## src/rtl/mdio_pkg.sv

```systemverilog
`timescale 1ns/1ps
package mdio_pkg;
    typedef enum logic [2:0] {
        ST_IDLE,
        ST_ARM,
        ST_PRE,
        ST_HDR,
        ST_TURN,
        ST_DATA,
        ST_SPACE
    } mdio_state_t;

    localparam int unsigned HDR_BITS  = 14;
    localparam int unsigned TA_BITS   = 2;
    localparam int unsigned DATA_BITS = 16;
    localparam int unsigned ADDR_BITS = 5;

    localparam logic [1:0] START_CODE = 2'b01;
    localparam logic [1:0] OPC_READ   = 2'b10;
    localparam logic [1:0] OPC_WRITE  = 2'b01;
    localparam logic [1:0] TA_WRITE   = 2'b10;

    localparam int unsigned F_DATA_LO = 0;
    localparam int unsigned F_PHY_LO  = 16;
    localparam int unsigned F_REG_LO  = 21;
    localparam int unsigned F_OP      = 26;
    localparam int unsigned F_VALID   = 27;
endpackage

```

## src/rtl/mdio_mdc_gen.sv

```systemverilog
`timescale 1ns/1ps
module mdio_mdc_gen #(
    parameter int unsigned HALF_DIV = 4
) (
    input  logic clk,
    input  logic rst_n,
    output logic mdc,
    output logic rise_tick,
    output logic fall_tick
);
    localparam int unsigned CW = (HALF_DIV > 1) ? $clog2(HALF_DIV) : 1;
    localparam logic [CW-1:0] LAST = CW'(HALF_DIV - 1);

    logic [CW-1:0] div_cnt;
    logic          wrap;

    assign wrap      = (div_cnt == LAST);
    assign rise_tick = wrap & ~mdc;
    assign fall_tick = wrap & mdc;

    always_ff @(posedge clk) begin
        if (!rst_n) begin
            div_cnt <= '0;
            mdc     <= 1'b0;
        end else if (wrap) begin
            div_cnt <= '0;
            mdc     <= ~mdc;
        end else begin
            div_cnt <= div_cnt + 1'b1;
        end
    end
endmodule

```

## src/rtl/mdio_frame_fsm.sv

```systemverilog
`timescale 1ns/1ps
module mdio_frame_fsm
    import mdio_pkg::*;
#(
    parameter int unsigned PRE_BITS    = 32,
    parameter int unsigned SPACING_MDC = 320
) (
    input  logic                 clk,
    input  logic                 rst_n,
    input  logic                 start,
    input  logic                 cmd_read,
    input  logic [ADDR_BITS-1:0] cmd_phy,
    input  logic [ADDR_BITS-1:0] cmd_reg,
    input  logic [DATA_BITS-1:0] cmd_data,
    input  logic                 rise_tick,
    input  logic                 fall_tick,
    input  logic                 mdio_i,
    output logic                 mdio_o,
    output logic                 mdio_oe,
    output logic                 busy,
    output logic                 rd_done,
    output logic [DATA_BITS-1:0] rd_data
);
    localparam int unsigned MAXC  = (SPACING_MDC > PRE_BITS) ? SPACING_MDC : PRE_BITS;
    localparam int unsigned CNT_W = (MAXC > 1) ? $clog2(MAXC) : 1;
    localparam int unsigned TX_W  = HDR_BITS + TA_BITS + DATA_BITS;

    mdio_state_t          state, state_d;
    logic [CNT_W-1:0]     bit_cnt, bit_lim;
    logic                 bit_last;
    logic [TX_W-1:0]      tx_sr;
    logic [DATA_BITS-1:0] rx_sr;
    logic                 is_read;

    always_comb begin
        unique case (state)
            ST_PRE:   bit_lim = CNT_W'(PRE_BITS - 1);
            ST_HDR:   bit_lim = CNT_W'(HDR_BITS - 1);
            ST_TURN:  bit_lim = CNT_W'(TA_BITS - 1);
            ST_DATA:  bit_lim = CNT_W'(DATA_BITS - 1);
            ST_SPACE: bit_lim = CNT_W'(SPACING_MDC - 1);
            default:  bit_lim = '0;
        endcase
        bit_last = fall_tick && (bit_cnt == bit_lim);
    end

    // next-state logic
    always_comb begin
        state_d = state;
        unique case (state)
            ST_IDLE:  if (start)     state_d = ST_ARM;
            ST_ARM:   if (fall_tick) state_d = ST_PRE;
            ST_PRE:   if (bit_last)  state_d = ST_HDR;
            ST_HDR:   if (bit_last)  state_d = ST_TURN;
            ST_TURN:  if (bit_last)  state_d = ST_DATA;
            ST_DATA:  if (bit_last)  state_d = is_read ? ST_IDLE : ST_SPACE;
            ST_SPACE: if (bit_last)  state_d = ST_IDLE;
            default:                 state_d = ST_IDLE;
        endcase
    end

    // state register
    always_ff @(posedge clk) begin
        if (!rst_n) state <= ST_IDLE;
        else        state <= state_d;
    end

    // outputs and datapath
    always_ff @(posedge clk) begin
        if (!rst_n) begin
            bit_cnt <= '0;
            tx_sr   <= '0;
            rx_sr   <= '0;
            is_read <= 1'b0;
            mdio_o  <= 1'b1;
            mdio_oe <= 1'b0;
            rd_done <= 1'b0;
        end else begin
            rd_done <= 1'b0;
            if (state == ST_IDLE) begin
                bit_cnt <= '0;
                if (start) begin
                    is_read <= cmd_read;
                    tx_sr   <= {START_CODE, (cmd_read ? OPC_READ : OPC_WRITE),
                                cmd_phy, cmd_reg, TA_WRITE, cmd_data};
                end
            end
            if (rise_tick && state == ST_DATA && is_read)
                rx_sr <= {rx_sr[DATA_BITS-2:0], mdio_i};
            if (fall_tick) begin
                bit_cnt <= (bit_last || state == ST_ARM) ? '0 : bit_cnt + 1'b1;
                unique case (state)
                    ST_ARM: begin
                        mdio_oe <= 1'b1;
                        mdio_o  <= 1'b1;
                    end
                    ST_PRE: begin
                        if (bit_last) begin
                            mdio_o <= tx_sr[TX_W-1];
                            tx_sr  <= tx_sr << 1;
                        end
                    end
                    ST_HDR, ST_TURN, ST_DATA: begin
                        if (state == ST_DATA && bit_last) begin
                            mdio_oe <= 1'b0;
                            mdio_o  <= 1'b1;
                            rd_done <= is_read;
                        end else begin
                            mdio_o <= tx_sr[TX_W-1];
                            tx_sr  <= tx_sr << 1;
                            if (is_read && (state == ST_TURN || bit_last))
                                mdio_oe <= 1'b0;
                        end
                    end
                    default: ;
                endcase
            end
        end
    end

    assign busy    = (state != ST_IDLE) || rd_done;
    assign rd_data = rx_sr;
endmodule

```

## src/rtl/mdio_cmd_ctrl.sv

```systemverilog
`timescale 1ns/1ps
module mdio_cmd_ctrl
    import mdio_pkg::*;
#(
    parameter int unsigned HALF_DIV    = 4,
    parameter int unsigned PRE_BITS    = 32,
    parameter int unsigned SPACING_MDC = 320
) (
    input  logic        clk,
    input  logic        rst_n,
    input  logic        host_wr,
    input  logic        host_rd,
    input  logic [31:0] host_wdata,
    output logic [31:0] host_rdata,
    output logic        busy,
    output logic        mdc,
    input  logic        mdio_i,
    output logic        mdio_o,
    output logic        mdio_oe
);
    logic                 rise_tick, fall_tick;
    logic                 accept;
    logic                 rd_done;
    logic [DATA_BITS-1:0] rd_data;
    logic [DATA_BITS-1:0] f_data;
    logic [ADDR_BITS-1:0] f_phy, f_reg;
    logic                 f_op, f_valid;

    assign accept = host_wr && !busy;

    mdio_mdc_gen #(.HALF_DIV(HALF_DIV)) u_mdc (
        .clk       (clk),
        .rst_n     (rst_n),
        .mdc       (mdc),
        .rise_tick (rise_tick),
        .fall_tick (fall_tick)
    );

    mdio_frame_fsm #(.PRE_BITS(PRE_BITS), .SPACING_MDC(SPACING_MDC)) u_fsm (
        .clk       (clk),
        .rst_n     (rst_n),
        .start     (accept),
        .cmd_read  (host_wdata[F_OP]),
        .cmd_phy   (host_wdata[F_PHY_LO +: ADDR_BITS]),
        .cmd_reg   (host_wdata[F_REG_LO +: ADDR_BITS]),
        .cmd_data  (host_wdata[F_DATA_LO +: DATA_BITS]),
        .rise_tick (rise_tick),
        .fall_tick (fall_tick),
        .mdio_i    (mdio_i),
        .mdio_o    (mdio_o),
        .mdio_oe   (mdio_oe),
        .busy      (busy),
        .rd_done   (rd_done),
        .rd_data   (rd_data)
    );

    always_ff @(posedge clk) begin
        if (!rst_n) begin
            f_data  <= '0;
            f_phy   <= '0;
            f_reg   <= '0;
            f_op    <= 1'b1;
            f_valid <= 1'b0;
        end else if (accept) begin
            f_data  <= host_wdata[F_DATA_LO +: DATA_BITS];
            f_phy   <= host_wdata[F_PHY_LO +: ADDR_BITS];
            f_reg   <= host_wdata[F_REG_LO +: ADDR_BITS];
            f_op    <= host_wdata[F_OP];
            f_valid <= 1'b0;
        end else if (rd_done) begin
            f_data  <= rd_data;
            f_valid <= 1'b1;
        end else if (host_rd && f_valid) begin
            f_valid <= 1'b0;
        end
    end

    assign host_rdata = {4'h0, f_valid, f_op, f_reg, f_phy, f_data};
endmodule

```

## config.mk

```make
export PLATFORM = sky130hd
export DESIGN_NAME = mdio_cmd_ctrl
export DESIGN_NICKNAME = d
export VERILOG_FILES = /design/src/rtl/mdio_pkg.sv /design/src/rtl/mdio_mdc_gen.sv /design/src/rtl/mdio_frame_fsm.sv /design/src/rtl/mdio_cmd_ctrl.sv
export SDC_FILE = /design/constraint.sdc
export NUM_CORES = 1
export LEC_CHECK = 0
export BUFFER_PORTS_ARGS = -buffer_cell sky130_fd_sc_hd__buf_4
export CAP_MARGIN = 15
export CELL_PAD_IN_SITES_DETAIL_PLACEMENT = 0
export CELL_PAD_IN_SITES_GLOBAL_PLACEMENT = 2
export CORE_UTILIZATION = 31
export CTS_CLUSTER_SIZE = 40
export DETAILED_ROUTE_END_ITERATION = 10
export GPL_TIMING_DRIVEN = 0
export PLACE_DENSITY = 0.76
export RECOVER_POWER = 100
export SYNTH_ARGS = -nofsm -noshare
export SYNTH_HDL_FRONTEND = slang
export SYNTH_HIERARCHICAL = 1
export SYNTH_SLANG_ARGS = --single-unit
```

## constraint.sdc

```tcl
create_clock -name clk -period 2.67 [get_ports clk]
set_clock_uncertainty 0.2 [all_clocks]
set_input_delay 0.534 -clock clk [delete_from_list [all_inputs] [get_ports clk]]
set_output_delay 0.534 -clock clk [all_outputs]
set_load 0.02 [all_outputs]
```

Yosys cells after proc, flatten, opt, wreduce, memory -nomap -nowiden

Cells that the tools add are included.

Add/subtract/negate cells: 2
Divide/modulo/power cells: 0
Shift-type cells: 0
Reduce and logical (&&, ||, !) cells: 26
Order comparisons: 0
Equality and inequality tests: 16
$mul: 0
Mux-type cells: 30
Bitwise operators: 4

Operators with widths:

| operator                                             | number |
|---|---|
| two-way mux 32 bit                                   | 5 |
| case mux 32 bit (2 select lines)                     | 1 |
| case mux 9 bit (5 select lines)                      | 1 |
| two-way mux 16 bit                                   | 2 |
| two-way mux 9 bit                                    | 3 |
| two-way mux 3 bit                                    | 8 |
| case mux 3 bit (7 select lines)                      | 1 |
| != test 2 x 1 -> 1 bit (second input constant)       | 6 |
| adder 9 x 1 -> 9 bit (second input constant)         | 1 |
| equality test 3 bit (second input constant)          | 3 |
| equality test 9 bit                                  | 1 |
| nonzero test 2 bit                                   | 4 |
| logical AND 1 bit                                    | 7 |
| AND reduction 7 bit                                  | 1 |
| equality test 3 x 2 -> 1 bit (second input constant) | 2 |
| two-way mux 1 bit                                    | 6 |
| AND reduction 3 bit                                  | 2 |
| nonzero test 3 bit                                   | 2 |
| AND reduction 4 bit                                  | 1 |
| OR reduction 2 bit                                   | 2 |
| equality test 3 x 1 -> 1 bit (second input constant) | 1 |
| zero test 3 bit                                      | 1 |
| logical OR 1 bit                                     | 3 |
| != test 3 x 1 -> 1 bit (second input constant)       | 1 |
| 11 further kinds                                     | 13 |

Bits in registers: 95
Latch bits: 0
Bits of input ports: 37
Output and inout port bits: 36
Bits in writable memories: 0
Logic and storage cells: 93
ROM bits: 0
Memories: 0

Depth between registers and ports, before layout

Gate-level depths: netlist of run 1.

Depth after elaboration: 9
Mapped depth: 15
Gate-level depth less buffers: 10

Modules after synthesis

Netlist of run 1, hierarchy kept.

Modules (own cells, without submodules):

| module         | cells each | times used | area an instance (µm²) | sequential area each (µm²) |
|---|---|---|---|---|
| mdio_frame_fsm | 396        | 1          | 3439.5                 | 1281.2 |
| mdio_cmd_ctrl  | 133        | 1          | 1266.2                 | 560.5 |
| mdio_mdc_gen   | 10         | 1          | 120.1                  | 60.1 |

Least setup slack after synthesis of run 1

No wires, ideal clock.

Path kind: flip-flop to flip-flop
From: reg u_fsm.state[0]
To: reg u_fsm.tx_sr[21]
Setup time: 0.122 ns
Arrival: 2.758 ns
Data required time: 2.348 ns
Path slack: -0.410 ns
Cell stages (with the launch flop): 16
Cells stage by stage: dfxtp_1 -> buf_6 -> clkbuf_1 -> nor3_1 -> nand2b_1 -> nand2b_4 -> buf_6 -> inv_4 -> buf_8 -> nor4b_1 -> buf_2 -> buf_4 -> mux2i_1 -> nand2_1 -> nand3_1 -> o22ai_2

Word-level cells in the longest chain between the ends: 9
Elaborated cells between the ends (all ways): 21

Ends and longest elaborated chain:

| what                                         | RTL line                                    | RTL |
|---|---|---|
| start, declared                              | mdio_frame_fsm.sv:28                        | `mdio_state_t state, state_d;` |
| start signal, assigned                       | mdio_frame_fsm.sv:65                        | `else state <= state_d;` |
| nonzero test 3 bit *                         | mdio_frame_fsm.sv:121                       | `assign busy = (state != ST_IDLE) \|\| rd_done;` |
| logical OR 1 bit *                           | mdio_frame_fsm.sv:121                       |  |
| net busy                                     | mdio_cmd_ctrl.sv:15                         | `output logic busy,` |
| zero test 1 bit *                            | mdio_cmd_ctrl.sv:29                         | `assign accept = host_wr && !busy;` |
| logical AND 1 bit *                          | mdio_cmd_ctrl.sv:29                         |  |
| net accept                                   | mdio_cmd_ctrl.sv:22                         | `logic accept;` |
| two-way mux 32 bit *                         | mdio_frame_fsm.sv:82                        | `if (start) begin` |
| two-way mux 32 bit *                         | mdio_frame_fsm.sv:80                        | `if (state == ST_IDLE) begin` |
| two-way mux 32 bit, on equally long branches | mdio_frame_fsm.sv:104, mdio_frame_fsm.sv:98 |  |
| case mux 32 bit (2 select lines)             | mdio_frame_fsm.sv:92                        | `unique case (state)` |
| two-way mux 32 bit *                         | mdio_frame_fsm.sv:90                        | `if (fall_tick) begin` |
| end signal, assigned                         | mdio_frame_fsm.sv:84                        | `tx_sr <= {START_CODE, (cmd_read ? OPC_READ : OPC_WRITE),` |
| end signal, assigned                         | mdio_frame_fsm.sv:100                       | `tx_sr <= tx_sr << 1;` |
| end signal, assigned                         | mdio_frame_fsm.sv:110                       | `tx_sr <= tx_sr << 1;` |
| end, declared                                | mdio_frame_fsm.sv:31                        | `logic [TX_W-1:0] tx_sr;` |

The timed path passes the listed nets; every way through them passes the cells marked *.
A chain may end at the register's enable or synchronous reset.

Final worst setup path of run 1

From: reg u_fsm.state[1]
To: reg u_fsm.tx_sr[7]

Word-level cells in the longest chain between the ends: 9
Elaborated cells between the ends (all ways): 21

Ends and longest elaborated chain:

| what                                                       | RTL line |
|---|---|
| branches (longest 8 deep; another with two-way mux 32 bit) | n/a |
| two-way mux 32 bit *                                       | mdio_frame_fsm.sv:90 |

Every way passes the cells marked *.

==> summary.txt, run 1 <==
STA
  • Final setup fails: 0
  • Tmin final: 2.59 ns
  • Post-Route Setup TNS: 0 ns
  • Max Clk Rate: 386 MHz
  • WHS: 0.226 ns
  • Worst Max-Slew Pin Slew: 0.663 ns
  • Hold violation count in the final report: 0
  • Slew margin rel.: 55.8%
  • RSZ-0062 raised after global routing: true
  • Final Cycle Share: 96.9%
  • Max Slew Vio Count: 0

Critical path
  • CP endpoint kind: register
  • WP data arrival: 2.61 ns
  • Kind of critical path: reg -> reg
  • Crit path max fanout: 7
  • CP Data Required Time: 2.69 ns
  • Startpoint types: register

Routing
  • Via density: 5.12
  • DRT Pass-1 Iters: 5
  • Residual DRC: 0
  • Vias: 4320
  • Initial DRC Count: 195
  • Routed wire length: 14100 µm
  • Wirelength per Cell: 16.6 µm
  • Routed Antenna Nets: 0

Clock tree
  • # hold bufs at CTS: 0
  • Root Buffer: clkbuf_16
  • CTS Sinks: 95
  • CTS Buffer Depth: 2
  • CTS tree: done
  • Clk Latency, worst-skew pair: 0.36 ns
  • CTS H-tree lvls: 3
  • Clock-pin slew on the worst setup and hold paths: 0.07 ns
  • CTS buffer count: 9

Yosys
  • Ys flop type: dfxtp_1
  • Synthesized area per cell: 8.95 µm²
  • Synth top area share: 39.4%
  • Synth warn: 6
  • Leading post-synthesis cells by cell area: dfxtp_1 39%, mux2i_1 9.1%, nand2_1 8.3%, o22ai_2 5.2%, nand3_1 4.3%
  • EDFF count, synth: 0
  • Sequential element share of the synthesized area: 39.4%
  • Synth unique cells: 63
  • Async SR Flop Fraction: 0%
  • Post-Syn Area: 4830 µm²
  • Mapped Cells: 539
  • Synth area leader: dfxtp_1
  • #FFs+latches synth: 95

GRT
  • Initial antenna violation count: 0
  • First-pass GRT wire length: 22000 µm
  • Vias in the first global route: 4123
  • Largest net degree at the start of global routing: 18
  • GRT Resource Usage Total: 17.8%
  • Grt ovf: 0

Power
  • P_leak: 2.43 nW
  • Max VDD drop: 0.342 mV
  • Pwr dens: 559 nW/µm²

Die
  • Die width: 127 µm
  • Core area: 15200 µm²
  • Die area: 16100 µm²
  • Initial core utilization: 31.7%
  • Die Y: 127 µm
  • Io pins: 73
  • Num rows: 45

Min path
  • Worst Hold Class: in -> reg

Final layout
  • P&R area growth vs syn: 37.2%
  • Max reg flops: 32
  • Top reg by flops: u_fsm/tx_sr
  • Final net count: 690
  • Ratio of cells with drive above 1 in the final layout: 32.3%
  • Post-layout util: 43.6%
  • Commonest cells after routing, fill and taps aside: 105 x nand2_1, 94 x dfxtp_1, 74 x buf_4
  • Ant. Diodes: 0
  • Most common cell after layout, fill and taps aside: nand2_1

Outcome
  • Status: finished clean

Place
  • Port-buffer cells: 63
  • GP Congestion: 0.832
  • Post-DP HPWL: 9450 µm

Job
  • Max-cap violations: 0
==> per-stage QoR <==
stage          power (mW)  cells  setup slack (ns)  area [µm²]
6_report             3.70    844            0.0816        6620
5_1_grt              3.86    844           -0.0390        6620
4_1_cts              3.62    815           0.00622        6170
3_5_place_dp         2.15    793            -0.286        5650
3_3_place_gp         2.14    793            -0.278        5650
2_1_floorplan        1.95    542          0.000123        4940
==> layer usage <==
metal	track usage, %	up-vias	wire length (µm)	part of all wire, %
li1	-	2153	-	-
met4	6.09	0	189	1.3
met1	24.1	2063	6670	47
met5	0	-	0	0
met2	28.7	92	6560	47
met3	2.74	12	632	4.5
==> final timing paths <==
path                                        from               end  slack (ns)  depth (start not counted)
worst max-delay path              u_fsm/state[1]    u_fsm/tx_sr[7]        0.08                         13
worst min register to register  u_mdc/div_cnt[0]  u_mdc/div_cnt[0]        0.23                          1
worst max register to register    u_fsm/state[1]    u_fsm/tx_sr[7]        0.08                         13
worst min-delay path              host_wdata[26]              f_op        0.23                          3
==> worst max-delay path, stage by stage (launching register included) <==
cell,delay (ns)
dfxtp_4,0.36
buf_12,0.13
buf_12,0.13
nor3_4,0.23
nand2b_4,0.08
nand2b_4,0.19
inv_8,0.07
nor4b_4,0.24
buf_6,0.20
clkbuf_16,0.17
mux2i_2,0.22
nand2_1,0.07
nand3_1,0.08
o22ai_1,0.08
==> area by class of cell <==
type | instances | area (µm²)
clock buffer | 10 | 239
buffer | 47 | 399
inverter | 8 | 37.5
timing repair buffer | 102 | 729
sequential | 95 | 1910
multi-input combinational | 388 | 3000
tap | 188 | 235
fill | 1534 | 8580
clock inverter | 6 | 75.1
==> synth_stat cells, drive strengths merged (2+ instances only) <==
master	instances
a211oi	2
a21boi	30
a21o	2
a21oi	23
a31oi	11
a32o	2
a32oi	2
and2	4
and2b	2
and3	3
and4	5
buf	33
clkbuf	18
dfxtp	95
ha	2
inv	8
mux2i	44
nand2	107
nand2b	2
nand3	41
nand3b	2
nand4	4
nand4b	2
nor2	6
nor2b	7
nor3	2
nor4	2
o211ai	2
o21a	3
o21ai	24
o221ai	2
o22ai	29
xnor2	3
==> kinds of logic after synthesis <==
family,share of synthesized area [%]
other,0.0777
flip-flops,39.4
XOR/XNOR,0.726
multiplexers,9.13
buffers and inverters,7.73
AND/OR/NAND/NOR,19.5
adder cells (fa/ha/maj),0.518
AO/OA/AOI/OAI,22.9
==> what timing repair did <==
| item | in CTS | in global routing |
|---|---|---|
| resized for setup | 25 | 59 |
| gates cloned | 1 | 2 |
| setup endpoints to repair | 26 | 35 |
| buffers inserted | 7 | 29 |
| pin swaps | 1 | 41 |
==> power by group <==
group          internal, mW  leakage [nW]  switching (mW)
clock                 0.768         0.152           0.627
combinational         0.379          1.50           0.377
sequential             1.49         0.777          0.0560
No activity file was read; power rests on OpenSTA's default activity.
==> run 2: changes to the inputs <==
- CELL_PAD_IN_SITES_DETAIL_PLACEMENT: 0 -> default
- CELL_PAD_IN_SITES_GLOBAL_PLACEMENT: 2 -> default
- CORE_UTILIZATION: 31 -> 52
- PLACE_DENSITY: 0.76 -> 0.78
==> run 2 against run 1 <==
  * Total power shrank 12%
  * Routed wire length down 8.9%
  * Core utilization increased by 26 points
  * Die area shrank 40%
  * Critical path type unchanged
  * Largest cell class unchanged
  * First-iteration DRC count rose by 57%
  * Count of clock-buffer cells in the layout fell by 1
  * Cell count shrank 11%
==> summary.txt, run 2 (same netlist as run 1, synthesis figures left out) <==
Place
  • Port-buffer cells: 63 (unchanged)
  • GP Congestion: 0.913 (was 0.832)
  • Post-DP HPWL: 8510 µm (was 9450 µm)
  • Placed instance count: 713 (was 793)
  • Placement Cell Area: 5550 µm² (was 5650 µm²)

STA
  • Final setup fails: 0 (unchanged)
  • Post-Route Setup TNS: 0 ns (unchanged)
  • WHS: 0.214 ns (was 0.226 ns)
  • RSZ-0062 raised after global routing: true (unchanged)
  • Max Clk Rate: 378 MHz (was 386 MHz)
  • Slew margin rel.: 60.0% (was 55.8%)
  • Worst Max-Slew Pin Slew: 0.599 ns (was 0.663 ns)
  • Tmin final: 2.65 ns (was 2.59 ns)
  • Final Cycle Share: 99.1% (was 96.9%)
  • Hold violation count in the final report: 0 (unchanged)
  • Max Slew Vio Count: 0 (unchanged)

Routing
  • Routed wire length: 12800 µm (was 14100 µm)
  • Initial DRC Count: 306 (was 195)
  • Residual DRC: 0 (unchanged)
  • Vias: 4452 (was 4320)
  • Via density: 5.90 (was 5.12)
  • Routed Antenna Nets: 0 (unchanged)
  • DRT Pass-1 Iters: 7 (was 5)
  • Wirelength per Cell: 17.0 µm (was 16.6 µm)

Critical path
  • Startpoint types: register (unchanged)
  • CP endpoint kind: register (unchanged)
  • CP Data Required Time: 2.73 ns (was 2.69 ns)
  • WP data arrival: 2.71 ns (was 2.61 ns)
  • CP top delay family: simple AND/OR/NAND/NOR gates (unchanged)
  • Critical-path top delay cell: dfxtp_4 (unchanged)
  • Crit path cell chain: buf_8 -> buf_8 -> nor3_4 -> nand2b_4 -> nand2b_4 -> inv_8 -> nor4b_4 -> buf_6 -> clkbuf_16 -> mux2i_4 -> nand2_1 -> nand3_1 -> o22ai_1 (was buf_12 -> buf_12 -> nor3_4 -> nand2b_4 -> nand2b_4 -> inv_8 -> nor4b_4 -> buf_6 -> clkbuf_16 -> mux2i_2 -> nand2_1 -> nand3_1 -> o22ai_1)
  • Kind of critical path: reg -> reg (unchanged)
  • R2R Setup Slk: 0.02 ns (was 0.08 ns)
  • Worst Path Buf+Inv: 5 (unchanged)
  • Crit path max fanout: 6 (was 7)
  • Crit-path max cell delay: 0.37 ns (was 0.36 ns)

Final layout
  • P&R area growth vs syn: 27.9% (was 37.2%)
  • Layout Cells excl Fill: 754 (was 844)
  • Ratio of cells with drive above 1 in the final layout: 29.3% (was 32.3%)
  • Top reg by flops: u_fsm/tx_sr (unchanged)
  • Most common cell after layout, fill and taps aside: nand2_1 (unchanged)
  • Fin area: 6170 µm² (was 6620 µm²)
  • Register Area: 1910 µm² (about the same)
  • Ant. Diodes: 0 (unchanged)
  • FILL cells: 683 (was 1534)
  • Final net count: 680 (was 690)
  • Area of the multi-input gates: 2860 µm² (was 3000 µm²)
  • Commonest cells after routing, fill and taps aside: 105 x nand2_1, 93 x dfxtp_1, 65 x buf_4 (was 105 x nand2_1, 94 x dfxtp_1, 74 x buf_4)
  • Max reg flops: 32 (unchanged)

Power
  • Max VDD drop: 0.369 mV (was 0.342 mV)
  • Switching part of the total: 30.3% (was 28.7%)
  • P_leak: 2.31 nW (was 2.43 nW)
  • Pwr dens: 530 nW/µm² (was 559 nW/µm²)
  • Sw power: 991 µW (was 1.06 mW)
  • Clock Power Share: 32.0% (was 37.7%)
  • Logic pwr share: 20.6% (was 20.4%)
  • Pint: 2.28 mW (was 2.64 mW)
  • Seq pwr share: 47.4% (was 41.9%)

Die
  • Die width: 98.3 µm (was 127 µm)
  • Die Y: 98.3 µm (was 127 µm)
  • Core area: 8850 µm² (was 15200 µm²)
  • Die area: 9670 µm² (was 16100 µm²)
  • Num rows: 34 (was 45)
  • Initial core utilization: 54.5% (was 31.7%)
  • Io pins: 73 (unchanged)

Min path
  • Worst Hold Class: in -> reg (unchanged)

Clock tree
  • CTS Sinks: 95 (unchanged)
  • # hold bufs at CTS: 0 (unchanged)
  • CTS buffer count: 9 (unchanged)
  • Clock-pin slew on the worst setup and hold paths: 0.11 ns (was 0.07 ns)
  • Root Buffer: clkbuf_8 (was clkbuf_16)
  • CTS H-tree lvls: 3 (unchanged)
  • CTS Buffer Depth: 2 (unchanged)
  • CTS tree: done (unchanged)
  • Clk Latency, worst-skew pair: 0.38 ns (was 0.36 ns)

GRT
  • GRT Resource Usage Total: 25.9% (was 17.8%)
  • Largest net degree at the start of global routing: 20 (was 18)
  • Initial antenna violation count: 0 (unchanged)
  • Vias in the first global route: 4257 (was 4123)
  • First-pass GRT wire length: 20200 µm (was 22000 µm)
  • Grt ovf: 0 (unchanged)

Outcome
  • Status: finished clean (unchanged)

Job
  • Max-cap violations: 0 (unchanged)
run 2: changes by cell type in the layout (fill, tap and decap cells not counted), moves of 2 or more:
cell       before  now
buf_4          74   65
mux2i_4        24   15
nand3_1        26   35
nand3_2        15    6
clkbuf_16      12    4
clkbuf_8        1    9
mux2i_2         1    7
buf_12          7    3
mux2i_1        19   22
buf_8           0    2
run 2: repair_timing:
| action | 4_1_cts | 5_1_grt |
|---|---|---|
| pin swaps | 1 | 16 |
| setup endpoints to repair | 26 | 33 |
| setup buffers | 9 | 17 |
| resized for setup | 13 | 46 |
| gates cloned | 0 | 3 |
run 2: power by group through the flow:
stage | registers (mW) | logic [mW] | clock network, mW
detailed placement | 1.57 | 0.569 | 0
finish | 1.55 | 0.673 | 1.05
global route | 1.56 | 0.719 | 1.12
global placement | 1.56 | 0.555 | 0
CTS | 1.54 | 0.623 | 1.06
floorplan | 1.60 | 0.351 | 0
run 2: metal layers:
layer | vias up | wire, µm | track usage [%]
li1 | 2132 | - | -
met1 | 2158 | 5710 | 33.9
met2 | 143 | 6360 | 44.0
met3 | 19 | 569 | 4.01
met4 | 0 | 151 | 7.92
met5 | - | 0 | 0
run 2: worst min-delay path: cells and delay by family:
| kind | cells | cell delay [ns] |
|---|---|---|
| and+or+nand+nor | 2 | 0.12 |
| buffers and inverters | 1 | 0.11 |
run 2: final cells by class:
| cell class | instances | share of cell area [%] |
|---|---|---|
| timing repair buffer | 92 | 10.4 |
| tap | 108 | 2.19 |
| buffer | 47 | 6.04 |
| inverter | 8 | 0.608 |
| clock inverter | 7 | 1.54 |
| clock buffer | 9 | 2.01 |
| multi-input combinational | 388 | 46.3 |
| sequential | 95 | 30.9 |
run 2: path summary, 6_finish.rpt:
kind,startpoint,endpoint,cells past startpoint
max,u_fsm/state[1],u_fsm/tx_sr[5],13
min,host_wdata[26],f_op,3
max reg2reg,u_fsm/state[1],u_fsm/tx_sr[5],13
min reg2reg,u_mdc/div_cnt[0],u_mdc/div_cnt[0],1
run 2: per-stage QoR:
step / util (%) / setup slack (ns) / total power, mW
floorplan: - / 0.000123 / 1.95
global placement: 62.7 / -0.193 / 2.12
detailed placement: 62.7 / -0.232 / 2.14
CTS: 66.8 / 0.0213 / 3.22
global route: 69.8 / -0.0682 / 3.39
finish: 69.8 / 0.0228 / 3.27
==> run 3: changes to the inputs <==
- CORE_UTILIZATION: 52 -> 51
- PLACE_DENSITY: 0.78 -> 0.77
- SYNTH_HIERARCHICAL: 1 -> default
==> run 3 against run 2 <==
  * Sequential power barely moved
  * Highest routed layer unchanged
  * Area after synthesis is 9.8% lower
  * Via count shrank 12%
  * Routed wire length down 19%
  * Flip-flop and latch count did not move
  * Clock power down 12%
==> summary.txt, run 3 <==
Power
  • Switching part of the total: 29.9% (was 30.3%)
  • Max VDD drop: 0.417 mV (was 0.369 mV)
  • P_leak: 1.93 nW (was 2.31 nW)
  • Pwr dens: 570 nW/µm² (was 530 nW/µm²)
  • Logic pwr share: 14.2% (was 20.6%)
  • Overall power: 2.88 mW (was 3.27 mW)
  • Seq pwr share: 53.7% (was 47.4%)
  • Clock Power Share: 32.1% (was 32.0%)
  • Sw power: 861 µW (was 991 µW)
  • Pint: 2.02 mW (was 2.28 mW)

Clock tree
  • CTS tree: done (unchanged)
  • Root Buffer: clkbuf_8 (unchanged)
  • Setup bufs post-CTS: 0 (was 9)
  • Clock-pin slew on the worst setup and hold paths: 0.10 ns (was 0.11 ns)
  • Clk Latency, worst-skew pair: 0.37 ns (was 0.38 ns)
  • CTS Sinks: 95 (unchanged)
  • CTS H-tree lvls: 3 (unchanged)
  • CTS buffer count: 9 (unchanged)
  • CTS Buffer Depth: 2 (unchanged)

STA
  • Final Cycle Share: 94.2% (was 99.1%)
  • Final setup fails: 0 (unchanged)
  • Max Clk Rate: 398 MHz (was 378 MHz)
  • Worst Max-Slew Pin Slew: 0.662 ns (was 0.599 ns)
  • Hold violation count in the final report: 0 (unchanged)
  • Tmin final: 2.52 ns (was 2.65 ns)
  • Slew margin rel.: 55.8% (was 60.0%)
  • Max Slew Vio Count: 0 (unchanged)
  • Final worst-path setup slack: 0.154 ns (was 0.0228 ns)
  • RSZ-0062 raised after global routing: false (was true)

Final layout
  • Most common cell after layout, fill and taps aside: nand2_1 (unchanged)
  • Area of the multi-input gates: 2250 µm² (was 2860 µm²)
  • Ratio of cells with drive above 1 in the final layout: 11.7% (was 29.3%)
  • Max reg flops: 32 (unchanged)
  • Ant. Diodes: 0 (unchanged)
  • Final net count: 657 (was 680)
  • Register Area: 1900 µm² (was 1910 µm²)
  • Layout Cells excl Fill: 728 (was 754)
  • Top reg by flops: u_fsm.tx_sr (was u_fsm/tx_sr)
  • FILL cells: 781 (was 683)
  • Commonest cells after routing, fill and taps aside: 189 x nand2_1, 95 x dfxtp_1, 58 x clkbuf_1 (was 105 x nand2_1, 93 x dfxtp_1, 65 x buf_4)
  • P&R area growth vs syn: 16.2% (was 27.9%)

Place
  • Place WS: -0.153 ns (was -0.232 ns)
  • GP Congestion: 0.957 (was 0.913)
  • Post-DP HPWL: 7270 µm (was 8510 µm)
  • Port-buffer cells: 63 (unchanged)
  • Placed instance count: 713 (unchanged)

Die
  • Initial core utilization: 53.0% (was 54.5%)
  • Core area: 8220 µm² (was 8850 µm²)
  • Io pins: 73 (unchanged)
  • Die Y: 94.4 µm (was 98.3 µm)
  • Num rows: 33 (was 34)
  • Die area: 8910 µm² (was 9670 µm²)
  • Die width: 94.4 µm (was 98.3 µm)

Routing
  • Routed Antenna Nets: 0 (unchanged)
  • Residual DRC: 0 (unchanged)
  • Routed wire length: 10300 µm (was 12800 µm)
  • DRT Pass-1 Iters: 4 (was 7)
  • Via density: 5.41 (was 5.90)
  • Wirelength per Cell: 14.2 µm (was 17.0 µm)
  • Initial DRC Count: 191 (was 306)
  • Vias: 3940 (was 4452)

GRT
  • Initial antenna violation count: 0 (unchanged)
  • Met2 Use GR: 39.9% (was 44.0%)
  • Most Crowded Layer GR: met2 (unchanged)
  • Grt ovf: 0 (unchanged)
  • Met3 Resource Use GR: 4.35% (was 4.01%)
  • Vias in the first global route: 3628 (was 4257)
  • Met1 usage: 32.2% (was 33.9%)
  • Largest net degree at the start of global routing: 18 (was 20)
  • First-pass GRT wire length: 16900 µm (was 20200 µm)
  • GRT Resource Usage Total: 24.4% (was 25.9%)

Yosys
  • Synth area leader: dfxtp_1 (unchanged)
  • Post-synth top cells: 190 x nand2_1, 95 x dfxtp_1, 49 x mux2i_1 (was 107 x nand2_1, 95 x dfxtp_1, 44 x mux2i_1)
  • Most common cell in the netlist: nand2_1 (unchanged)
  • Synth unique cells: 49 (was 63)
  • Sequential element share of the synthesized area: 43.7% (was 39.4%)
  • Leading post-synthesis cells by cell area: dfxtp_1 44%, nand2_1 16%, mux2i_1 11%, a31oi_1 2.6%, nor2_1 2.5% (was dfxtp_1 39%, mux2i_1 9.1%, nand2_1 8.3%, o22ai_2 5.2%, nand3_1 4.3%)
  • Synthesized area per cell: 8.03 µm² (was 8.95 µm²)
  • EDFF count, synth: 0 (unchanged)
  • Ys flop type: dfxtp_1 (unchanged)
  • Async SR Flop Fraction: 0% (unchanged)
  • Mapped Cells: 542 (was 539)
  • Synth top area share: 43.7% (was 39.4%)
  • Post-Syn Area: 4350 µm² (was 4830 µm²)
  • Synth warn: 0 (was 6)
  • #FFs+latches synth: 95 (unchanged)

Critical path
  • Crit path max fanout: 10 (was 6)
  • RR Endpoint: u_fsm.tx_sr[13] (was u_fsm/tx_sr[5])
  • CP endpoint kind: register (unchanged)
  • Worst R2R Start: u_fsm.state[0] (was u_fsm/state[1])
  • CP Capture Point: u_fsm.tx_sr[13] (was u_fsm/tx_sr[5])
  • R2R Setup Slk: 0.15 ns (was 0.02 ns)
  • Cell count of the worst reg-to-reg path: 7 (was 13)
  • Kind of critical path: reg -> reg (unchanged)
  • WP data arrival: 2.62 ns (was 2.71 ns)
  • CP Data Required Time: 2.77 ns (was 2.73 ns)
  • Critical path origin: u_fsm.state[0] (was u_fsm/state[1])
  • Startpoint types: register (unchanged)

Job
  • Max-cap violations: 0 (unchanged)

Min path
  • Worst Hold Class: in -> reg (unchanged)

Outcome
  • Status: finished clean (unchanged)
run 3: changes by cell type in the layout (fill, tap and decap cells not counted), sizes merged, moves of 9 or more:
cell    previous run  this run
buf               88        46
clkbuf            60        69
o22ai             29         1
a21boi            30         2
nand2            107       190
o21ai             24        15
nor2               6        29
nand3             41        12
run 3: cell type report:
cell class	count	area share [%]
repair buffers	63	6.98
clock inverters	6	1.01
plain buffers	42	4.23
clock buffers	10	2.72
inverters	5	0.371
multi-input cells	402	44.5
well taps	105	2.60
flip-flops and latches	95	37.6
run 3: worst min-delay path by stage:
stage                     slack, ns  cells past startpoint          endpoint             start
after floorplan                0.20                      1  u_mdc.div_cnt[0]  u_mdc.div_cnt[0]
after global placement         0.21                      1  u_mdc.div_cnt[0]  u_mdc.div_cnt[0]
after detailed placement       0.22                      1  u_mdc.div_cnt[0]  u_mdc.div_cnt[0]
after CTS                      0.21                      3  u_fsm.rd_data[0]            mdio_i
after global routing           0.22                      3          f_reg[3]    host_wdata[24]
final                          0.22                      3              f_op    host_wdata[26]
run 3: per-layer routing:
| metal | wire (µm) | up-vias |
|---|---|---|
| met2 | 4830 | 106 |
| met1 | 4870 | 1853 |
| met3 | 508 | 12 |
| li1 | - | 1969 |
| met5 | 0 | - |
| met4 | 144 | 0 |
run 3: cells by family after synthesis:
family,after synthesis,share of synthesized area [%]
other cells,1,0.0862
xor+xnor,7,1.41
simple gates,260,25.0
flops,95,43.7
buf+inv,48,5.41
mux,50,11.5
compound gates,79,12.3
fa+ha+maj,2,0.575
run 3: worst max-delay path, cell delays in order (launching register included):
cell and delay [ns]:
dfxtp_1 0.49, and3b_1 0.37, nor2_1 0.13, o32ai_4 0.27, a31oi_2 0.20, o22ai_4 0.33, buf_6 0.22, mux2i_1 0.21
run 3: repair_timing:
| item | CTS | global route |
|---|---|---|
| cloned | 0 | 0 |
| setup endpoints to repair | 10 | 52 |
| resized for setup | 2 | 4 |
| hold buffers | 0 | 0 |
run 3: power by group through the flow:
stage               Sequential, mW  Clock, mW  Combinational [mW]
detailed placement            1.58          0               0.437
global route                  1.56      0.994               0.456
global placement              1.57          0               0.426
CTS                           1.55      0.934               0.440
floorplan                     1.61          0               0.230
finish                        1.55      0.926               0.409
run 3: stage by stage:
step	TNS (ns)	instance area [µm²]	util, %	hold slack, ns
after floorplan	0	4360	-	0.204
after global placement	-0.949	4970	60.5	0.213
after detailed placement	-1.24	4970	60.5	0.224
after CTS	0	5160	62.8	0.208
after global routing	0	5060	61.5	0.218
final	0	5060	61.5	0.217
